--- config.mk ---
export PLATFORM = sky130hd
export DESIGN_NAME = pmc_counter
export DESIGN_NICKNAME = d
export VERILOG_FILES = /design/src/rtl/pmc_pkg.sv /design/src/rtl/pmc_event_qual.sv /design/src/rtl/pmc_ctrl.sv /design/src/rtl/pmc_datapath.sv /design/src/rtl/pmc_counter.sv
export SDC_FILE = /design/constraint.sdc
export NUM_CORES = 1
export LEC_CHECK = 0
export BUFFER_PORTS_ARGS = -buffer_cell sky130_fd_sc_hd__buf_2
export CAP_MARGIN = 10
export CORE_AREA = 8 8 99 92
export CTS_CLUSTER_DIAMETER = 30
export DETAILED_ROUTE_END_ITERATION = 10
export DIE_AREA = 0 0 107 100
export PLACE_DENSITY = 0.85
export SETUP_SLACK_MARGIN = 0.15
export SYNTH_ARGS = -nofsm -noshare
export SYNTH_HDL_FRONTEND = slang
export SYNTH_HIERARCHICAL = 1
export SYNTH_SLANG_ARGS = --single-unit
--- constraint.sdc ---
create_clock -name clk -period 6.1 [get_ports clk]
set_clock_uncertainty 0.2 [all_clocks]
set_input_delay 1.22 -clock clk [delete_from_list [all_inputs] [get_ports clk]]
set_output_delay 1.22 -clock clk [all_outputs]
set_load 0.02 [all_outputs]
--- src/rtl/pmc_pkg.sv ---
package pmc_pkg;

  localparam int PMC_DATA_W = 32;
  localparam int PMC_EVT_W  = 3;

  typedef enum logic [1:0] {
    MODE_SUM     = 2'd0,
    MODE_EDGE    = 2'd1,
    MODE_THRESH  = 2'd2,
    MODE_SUM_ALT = 2'd3
  } cnt_mode_e;

  typedef enum logic [1:0] {
    ADDR_CTRL   = 2'd0,
    ADDR_CNT_LO = 2'd1,
    ADDR_CNT_HI = 2'd2,
    ADDR_STATUS = 2'd3
  } reg_addr_e;

  // control word bit positions
  localparam int CTL_GLOBAL = 0;
  localparam int CTL_USER   = 1;
  localparam int CTL_SUPER  = 2;
  localparam int CTL_MASK   = 3;
  localparam int CTL_MODE   = 7;
  localparam int CTL_THR    = 9;
  localparam int CTL_ARM    = CTL_THR + PMC_EVT_W;
  localparam int CTL_USED   = CTL_ARM + 1;

  // strobes from control to datapath
  typedef struct packed {
    logic                  cntWrLo;
    logic                  cntWrHi;
    logic [PMC_DATA_W-1:0] wrData;
    logic                  incEn;
    logic [PMC_EVT_W-1:0]  incAmt;
  } pmc_strobe_t;

endpackage

--- src/rtl/pmc_event_qual.sv ---
module pmc_event_qual
  import pmc_pkg::*;
#(
  parameter int EVT_W = PMC_EVT_W
) (
  input  logic             clk,
  input  logic             rstN,
  input  logic [EVT_W-1:0] evtCount,
  input  logic             privMode,
  input  logic [1:0]       lineState,
  input  logic             globalEn,
  input  logic             userEn,
  input  logic             supEn,
  input  logic [3:0]       stateMask,
  input  cnt_mode_e        mode,
  input  logic [EVT_W-1:0] thresh,
  output logic             incEn,
  output logic [EVT_W-1:0] incAmt
);

  logic             privOk;
  logic             stateOk;
  logic [EVT_W-1:0] qualVal;
  logic             condNow;
  logic             condPrev;
  logic [EVT_W-1:0] amt;

  assign privOk  = privMode ? supEn : userEn;
  assign stateOk = stateMask[lineState];
  assign qualVal = (privOk && stateOk) ? evtCount : '0;
  assign condNow = |qualVal;

  always_ff @(posedge clk) begin
    if (!rstN) condPrev <= 1'b0;
    else       condPrev <= condNow;
  end

  always_comb begin
    unique case (mode)
      MODE_EDGE:   amt = (condNow && !condPrev) ? EVT_W'(1) : '0;
      MODE_THRESH: amt = (qualVal > thresh)     ? EVT_W'(1) : '0;
      default:     amt = qualVal;
    endcase
  end

  assign incAmt = amt;
  assign incEn  = globalEn && (amt != '0);


  no_count_disabled_chk: assert property (@(posedge clk) disable iff (!rstN)
    !globalEn |-> !incEn);


  no_count_excluded_priv_chk: assert property (@(posedge clk) disable iff (!rstN)
    ((privMode && !supEn) || (!privMode && !userEn)) |-> !incEn);


  edge_single_step_chk: assert property (@(posedge clk) disable iff (!rstN)
    (mode == MODE_EDGE && incEn) |-> incAmt == EVT_W'(1));


  edge_no_repeat_chk: assert property (@(posedge clk) disable iff (!rstN)
    (mode == MODE_EDGE && incEn) ##1 (mode == MODE_EDGE) |-> !incEn);


  thresh_unit_chk: assert property (@(posedge clk) disable iff (!rstN)
    (mode == MODE_THRESH && incEn) |-> incAmt == EVT_W'(1));

endmodule

--- src/rtl/pmc_ctrl.sv ---
module pmc_ctrl
  import pmc_pkg::*;
#(
  parameter int CNT_W  = 40,
  parameter int DATA_W = PMC_DATA_W,
  parameter int EVT_W  = PMC_EVT_W
) (
  input  logic              clk,
  input  logic              rstN,
  input  logic [EVT_W-1:0]  evtCount,
  input  logic              privMode,
  input  logic [1:0]        lineState,
  input  logic              regWrEn,
  input  logic [1:0]        regAddr,
  input  logic [DATA_W-1:0] regWrData,
  input  logic [CNT_W-1:0]  count,
  input  logic              ovfPulse,
  output pmc_strobe_t       strobe,
  output logic [DATA_W-1:0] regRdData,
  output logic              pmiReq
);

  localparam int HI_W = CNT_W - DATA_W;

  logic             globalEn;
  logic             userEn;
  logic             supEn;
  logic [3:0]       stateMask;
  cnt_mode_e        mode;
  logic [EVT_W-1:0] thresh;
  logic             intArm;
  logic             ovfFlag;

  logic             wrCtrl;
  logic             ackOvf;
  logic             incEn;
  logic [EVT_W-1:0] incAmt;
  logic [CTL_USED-1:0] ctrlWord;

  assign wrCtrl = regWrEn && (regAddr == ADDR_CTRL);
  assign ackOvf = regWrEn && (regAddr == ADDR_STATUS) && regWrData[0];

  always_ff @(posedge clk) begin
    if (!rstN) begin
      globalEn  <= 1'b0;
      userEn    <= 1'b0;
      supEn     <= 1'b0;
      stateMask <= '0;
      mode      <= MODE_SUM;
      thresh    <= '0;
      intArm    <= 1'b0;
    end else if (wrCtrl) begin
      globalEn  <= regWrData[CTL_GLOBAL];
      userEn    <= regWrData[CTL_USER];
      supEn     <= regWrData[CTL_SUPER];
      stateMask <= regWrData[CTL_MASK +: 4];
      mode      <= cnt_mode_e'(regWrData[CTL_MODE +: 2]);
      thresh    <= regWrData[CTL_THR +: EVT_W];
      intArm    <= regWrData[CTL_ARM];
    end else if (ackOvf) begin
      intArm    <= 1'b0;
    end
  end

  always_ff @(posedge clk) begin
    if (!rstN)         ovfFlag <= 1'b0;
    else if (ovfPulse) ovfFlag <= 1'b1;
    else if (ackOvf)   ovfFlag <= 1'b0;
  end

  pmc_event_qual #(.EVT_W(EVT_W)) uQual (
    .clk       (clk),
    .rstN      (rstN),
    .evtCount  (evtCount),
    .privMode  (privMode),
    .lineState (lineState),
    .globalEn  (globalEn),
    .userEn    (userEn),
    .supEn     (supEn),
    .stateMask (stateMask),
    .mode      (mode),
    .thresh    (thresh),
    .incEn     (incEn),
    .incAmt    (incAmt)
  );

  always_comb begin
    strobe.cntWrLo = regWrEn && (regAddr == ADDR_CNT_LO);
    strobe.cntWrHi = regWrEn && (regAddr == ADDR_CNT_HI);
    strobe.wrData  = regWrData;
    strobe.incEn   = incEn;
    strobe.incAmt  = incAmt;
  end

  assign ctrlWord = {intArm, thresh, mode, stateMask, supEn, userEn, globalEn};

  always_comb begin
    unique case (regAddr)
      ADDR_CTRL:   regRdData = {{(DATA_W-CTL_USED){1'b0}}, ctrlWord};
      ADDR_CNT_LO: regRdData = count[DATA_W-1:0];
      ADDR_CNT_HI: regRdData = {{(DATA_W-HI_W){1'b0}}, count[CNT_W-1:DATA_W]};
      default:     regRdData = {{(DATA_W-1){1'b0}}, ovfFlag};
    endcase
  end

  assign pmiReq = ovfFlag && intArm;


  ovf_sets_flag_chk: assert property (@(posedge clk) disable iff (!rstN)
    ovfPulse |=> ovfFlag);


  flag_sticky_chk: assert property (@(posedge clk) disable iff (!rstN)
    (ovfFlag && !ackOvf) |=> ovfFlag);


  ack_drops_request_chk: assert property (@(posedge clk) disable iff (!rstN)
    (ackOvf && !wrCtrl) |=> !pmiReq);

endmodule

--- src/rtl/pmc_datapath.sv ---
module pmc_datapath
  import pmc_pkg::*;
#(
  parameter int CNT_W  = 40,
  parameter int DATA_W = PMC_DATA_W,
  parameter int EVT_W  = PMC_EVT_W
) (
  input  logic             clk,
  input  logic             rstN,
  input  pmc_strobe_t      strobe,
  output logic [CNT_W-1:0] count,
  output logic             ovfPulse
);

  localparam int HI_W  = CNT_W - DATA_W;
  localparam int SUM_W = CNT_W + 1;

  logic [CNT_W-1:0] cntQ;
  logic [SUM_W-1:0] sum;
  logic             anyWr;

  assign anyWr    = strobe.cntWrLo || strobe.cntWrHi;
  assign sum      = {1'b0, cntQ} + SUM_W'(strobe.incAmt);
  assign ovfPulse = strobe.incEn && !anyWr && sum[CNT_W];

  always_ff @(posedge clk) begin
    if (!rstN) begin
      cntQ <= '0;
    end else if (anyWr) begin
      if (strobe.cntWrLo) cntQ[DATA_W-1:0]     <= strobe.wrData;
      if (strobe.cntWrHi) cntQ[CNT_W-1:DATA_W] <= strobe.wrData[HI_W-1:0];
    end else if (strobe.incEn) begin
      cntQ <= sum[CNT_W-1:0];
    end
  end

  assign count = cntQ;


  wr_lo_lands_chk: assert property (@(posedge clk) disable iff (!rstN)
    strobe.cntWrLo |=> count[DATA_W-1:0] == $past(strobe.wrData));


  wr_hi_keeps_lo_chk: assert property (@(posedge clk) disable iff (!rstN)
    (strobe.cntWrHi && !strobe.cntWrLo) |=> $stable(count[DATA_W-1:0]));


  idle_stable_chk: assert property (@(posedge clk) disable iff (!rstN)
    (!strobe.incEn && !anyWr) |=> $stable(count));


  wrap_small_chk: assert property (@(posedge clk) disable iff (!rstN)
    ovfPulse |=> count < CNT_W'(2 ** EVT_W));

endmodule

--- src/rtl/pmc_counter.sv ---
module pmc_counter
  import pmc_pkg::*;
#(
  parameter int CNT_W  = 40,
  parameter int DATA_W = PMC_DATA_W,
  parameter int EVT_W  = PMC_EVT_W
) (
  input  logic              clk,
  input  logic              rstN,
  input  logic [EVT_W-1:0]  evtCount,
  input  logic              privMode,
  input  logic [1:0]        lineState,
  input  logic              regWrEn,
  input  logic [1:0]        regAddr,
  input  logic [DATA_W-1:0] regWrData,
  output logic [DATA_W-1:0] regRdData,
  output logic              pmiReq
);

  pmc_strobe_t      strobe;
  logic [CNT_W-1:0] count;
  logic             ovfPulse;

  pmc_ctrl #(.CNT_W(CNT_W), .DATA_W(DATA_W), .EVT_W(EVT_W)) uCtrl (
    .clk       (clk),
    .rstN      (rstN),
    .evtCount  (evtCount),
    .privMode  (privMode),
    .lineState (lineState),
    .regWrEn   (regWrEn),
    .regAddr   (regAddr),
    .regWrData (regWrData),
    .count     (count),
    .ovfPulse  (ovfPulse),
    .strobe    (strobe),
    .regRdData (regRdData),
    .pmiReq    (pmiReq)
  );

  pmc_datapath #(.CNT_W(CNT_W), .DATA_W(DATA_W), .EVT_W(EVT_W)) uData (
    .clk      (clk),
    .rstN     (rstN),
    .strobe   (strobe),
    .count    (count),
    .ovfPulse (ovfPulse)
  );


  request_needs_flag_chk: assert property (@(posedge clk) disable iff (!rstN)
    pmiReq |-> regAddr != ADDR_STATUS || regRdData[0]);

endmodule

**After elaboration in Yosys (flattened, before gate mapping)**

Cells that the tools add are included.

- Add/sub/neg operators: 1
- Magnitude comparators: 2
- Equal/unequal tests: 7
- Muxes and demuxes: 15
- Reduce and logical (&&, ||, !) cells: 22

Operators with widths:

| kind | count |
|---|---|
| $pmux 32 s3 | 1 |
| $mux 40 | 2 |
| $add 40x3->41 | 1 |
| $mux 32 | 1 |
| $logic_and 1x1->1 | 11 |
| $mux 8 | 1 |
| $mux 1 | 7 |
| $eq 2x2->1 const B | 3 |
| $pmux 3 s2 | 1 |
| $reduce_bool 2->1 | 3 |
| $eq 2x1->1 const B | 2 |
| $ne 2x1->1 const B | 2 |
| $reduce_and 2->1 | 2 |
| $gt 3x3->1 | 1 |
| $lt 2x3->1 const B | 1 |
| $mux 3 | 1 |
| $reduce_bool 3->1 | 1 |
| $reduce_or 3->1 | 1 |
| $bmux 1 s2 | 1 |
| $logic_not 1->1 | 2 |
| $logic_not 2->1 | 1 |
| $logic_or 1x1->1 | 1 |

- Register bits: 55
- Bits of input ports: 43
- Output and inout bits: 33
- Word-level logic and storage cells: 58

**Logic depth before layout (Yosys ltp)**

- Word-level depth: 13
- Gate-level depth with buffers: 17
- Mapped depth without buffers: 15

**Hierarchy**

Netlist, hierarchy kept.

Modules (own cells, without submodules):

| module | instances | cells an instance | area an instance (sq um) | sequential area each (sq um) |
|---|---|---|---|---|
| pmc_datapath | 1 | 334 | 2602.5 | 800.8 |
| pmc_ctrl | 1 | 156 | 1209.9 | 280.3 |
| pmc_event_qual | 1 | 33 | 271.5 | 20.0 |

**Least setup slack after synthesis**

OpenSTA, ideal clock, no wires.

- Path kind: in2reg
- Start: input port lineState[0]
- End: register uCtrl.ovfFlag
- Library setup time: 0.115 ns
- Arrival: 4.446 ns
- Required time: 5.785 ns
- Slack: 1.338 ns
- Stages: 16
- Path buffers: 2
- Path through: mux4_2 and3_1 ha_1 nor2b_1 nor3_1 o22ai_1 ha_1 fa_1 a21oi_1 or4_1 clkbuf_1 clkbuf_1 nor3_1 and3_1 a21oi_1 nor2b_1

RTL lines:

| element | RTL line | RTL |
|---|---|---|
| start, declared | pmc_counter.sv:12 | `input logic [1:0] lineState,` |
| end signal, assigned | pmc_ctrl.sv:66 | `if (!rstN) ovfFlag <= 1'b0;` |
| end signal, assigned | pmc_ctrl.sv:67 | `else if (ovfPulse) ovfFlag <= 1'b1;` |
| end signal, assigned | pmc_ctrl.sv:68 | `else if (ackOvf) ovfFlag <= 1'b0;` |
| end, declared | pmc_ctrl.sv:32 | `logic ovfFlag;` |

==> impl_metrics.toml <==
[status]
status = "completed"

[final_layout]
fillers = 649
fin_util = 0.587
n_antenna_cell = 0
layout.nets = 601
areaGrowthSynthToFinish_pct = 6.34
drive_above_1_share = 0.198

[cts]
numCtsBuffers = 5
clockBufferDepth = 2
worstSkewPairLatency_ps = 320
cts-root-buf = "clkbuf_8"
post-cts-setup-buffer-count = 0
holdBufCountCts = 0
cts-resized-gates = 0
clkTransAtPathRegs_ps = 100
cts_num_sinks = 55
h-tree-depth = 2
cts_tree = "yes"

[synth]
synth.cell_area_mm2 = 0.00408
ys_types = 66
syn_area_per_cell_um2 = 7.81
netlist_top_cells_area = "dfxtp_1, buf_4, nand2_1"
yosys_warnings = 6
ys_async_sr_fraction = 0
synth-edff-count = 0
synth.top_cell.area_share = 0.270
synth_cells = 523
synth.net_count = 575
ys_top_cells_by_count = "nand2_1, dfxtp_1, buf_4"
yosysMostFrequentCell = "nand2_1"
yosysSeqAreaShare = 0.270
ys_ff_latch = 55
post-synth-top-area-cell = "dfxtp_1"
ys.flop_type = "dfxtp_1"

[floorplanning]
core-area_mm2 = 0.00739
initial_core_util = 0.552
fp.dieW_um = 107
dieArea_mm2 = 0.0107
dieHeight_um = 100
rows = 30
io_pins = 76

[worst_setup_path]
cp_common_cell = "ha_1"
worstReg2RegStart = "uCtrl/stateMask[3]"
reg2regPathDepth = 13
crit_required_ps = 6090
path_cells = "buf_2 > mux4_2 > and3_4 > ha_1 > nand3_1 > o2111ai_1 > o22ai_1 > ha_1 > fa_1 > a21oi_1 > or4_1 > or3_1 > o311ai_0 > a21boi_0"
cp_slowest_cell = "or4_1"
endpoint_kind = "register"
cpPeakStageDelay_ps = 680
worstPathMaxFanout = 15
cp_num_buf_inv = 1
r2r_end = "uData/count[36]"
critPathTopFamily = "simple AND/OR/NAND/NOR gates"
worstPathArrival_ps = 5030
setup.worst_path.class = "in2reg"
start_kind = "input pin"
ff2ff_setup_slack_ps = 1750

[grt]
grt_overflow = 0
grt_first_pass_wirelength_mm = 19.7
grt_max_degree = 54
antenna_found_initial = 0
grt_pass1_vias = 4043
grt.total_usage = 0.224

[sta]
fin_crit_ps = 5040
tns_ps = 0
maxSlewHeadroom = 0.396
final_max_slew_viol_count = 0
fmax_ghz = 0.199
rsz0062_at_grt = "false"
worst_slew_pin_slew_ps = 898
setup_violations = 0
finalWorstSetupSlack_ps = 1060
finalHoldViolCount = 0
finalCritPeriodShare = 0.825
hold_slack_ps = 279

[place]
routabilityCongestion = 0.910
pre_cts_ws_ps = 865
hpwl_mm = 8.90
numPortBuffers = 75

[detailed_routing]
drt_first_iter_violations = 372
num_vias = 4154
wl_mm = 12.1
drc = 0
drtPass1Iterations = 5
viasPerCell = 6.43
wire_per_inst_um = 18.7
ant_nets = 0

[run]
max_cap_viol_count = 0

[worst_hold_path]
whs_endpoint = "uCtrl/thresh[2]"
min_from = "uCtrl/thresh[2]"
hold_path_class = "reg2reg"
whs_path_depth = 2

[pwr]
p_leak_nw = 1.69
p_total_uw = 767
power.density_mw_per_mm2 = 177
irDropWorstVdd_v = 0.000103
==> registers in the layout (all words and copies together) (netlist names) <==
signal	flops
uCtrl/supEn	1
uCtrl/stateMask	4
uCtrl/globalEn	1
uCtrl/mode	2
uCtrl/userEn	1
uData/count	40
uCtrl/uQual/condPrev	1
uCtrl/intArm	1
uCtrl/thresh	3
uCtrl/ovfFlag	1
==> how the worst max path moves through the flow <==
stage                       from              end  depth (start not counted)
floorplan           lineState[0]    uCtrl/ovfFlag                         16
global placement    lineState[0]  uData/count[32]                         14
detailed placement  lineState[0]  uData/count[32]                         14
CTS                 lineState[0]  uData/count[36]                         14
global route        lineState[0]  uData/count[32]                         14
finish              lineState[0]  uData/count[36]                         14
==> power by group <==
part,internal [mW],switching [mW]
clock,0.133,0.125
sequential,0.374,0.0211
combinational,0.0478,0.0661
==> layout make-up <==
| class | instances | area, um^2 | area share |
|---|---|---|---|
| Clock inverter | 2 | 35.0 | 0.00807 |
| Sequential cell | 55 | 1100 | 0.254 |
| Timing Repair Buffer | 81 | 420 | 0.0968 |
| Tap cell | 96 | 120 | 0.0277 |
| Inverter | 15 | 56.3 | 0.0130 |
| Multi-Input combinational cell | 391 | 2530 | 0.582 |
| Clock buffer | 6 | 82.6 | 0.0190 |
==> through the flow <==
stage | cell area (um^2) | cells
2_1_floorplan | 4080 | 523
3_3_place_gp | 4230 | 638
3_5_place_dp | 4230 | 638
4_1_cts | 4340 | 646
5_1_grt | 4340 | 646
6_report | 4340 | 646
==> metal layers <==
layer	vias up	share of wire	track usage
met3	32	0.096	0.0532
met1	1949	0.41	0.278
met5	-	0	0
met2	239	0.48	0.366
li1	1934	-	-
met4	0	0.018	0.0822
==> cells by family after synthesis <==
group	after synthesis	share of synthesized area
fa+ha+maj	9	0.0294
simple gates	228	0.298
buf+inv	77	0.112
compound gates	122	0.208
mux	23	0.0637
xor+xnor	9	0.0193
flops	55	0.270
==> layout by cell type (no fill, tap or decap), types with 3 or more instances in the layout <==
cell type  synthesis  layout
a211oi_1           6       6
a21boi_0           5       5
a21boi_1           9       9
a21oi_1           18      18
a221o_1            4       4
a22o_1             4       4
a311oi_1           9       9
a31oi_1            7       7
and2_1            27      27
and3_1             4       4
and4_1             3       3
buf_2              1      75
buf_4             36       6
clkbuf_8           0       6
dfxtp_1           55      55
ha_1               8       8
inv_1             14      14
mux2_2             4       4
mux2i_1           17      17
nand2_1           66      66
nand2b_1           3       3
nand3_1           17      17
nand4_1           11      11
nor2_1            22      22
nor2b_1            7       7
nor3_1            25      25
nor3b_1            5       5
nor4_1            14      14
o2111ai_1          3       3
o211a_1            3       3
o211ai_1           3       3
o21a_1             3       3
o21ai_0           29      29
o311a_1            4       4
o31a_1             3       3
or2_2              3       3
or3_1              5       5
or4_1              3       3
xnor2_1            7       7
==> tightest hold or removal path, delay by kind of cell, from the launching register on <==
kind | cells | cell delay, ps
flops | 1 | 330
compound gates | 1 | 50
simple gates | 1 | 60
Note: power is estimated with default switching activity, not from simulation.
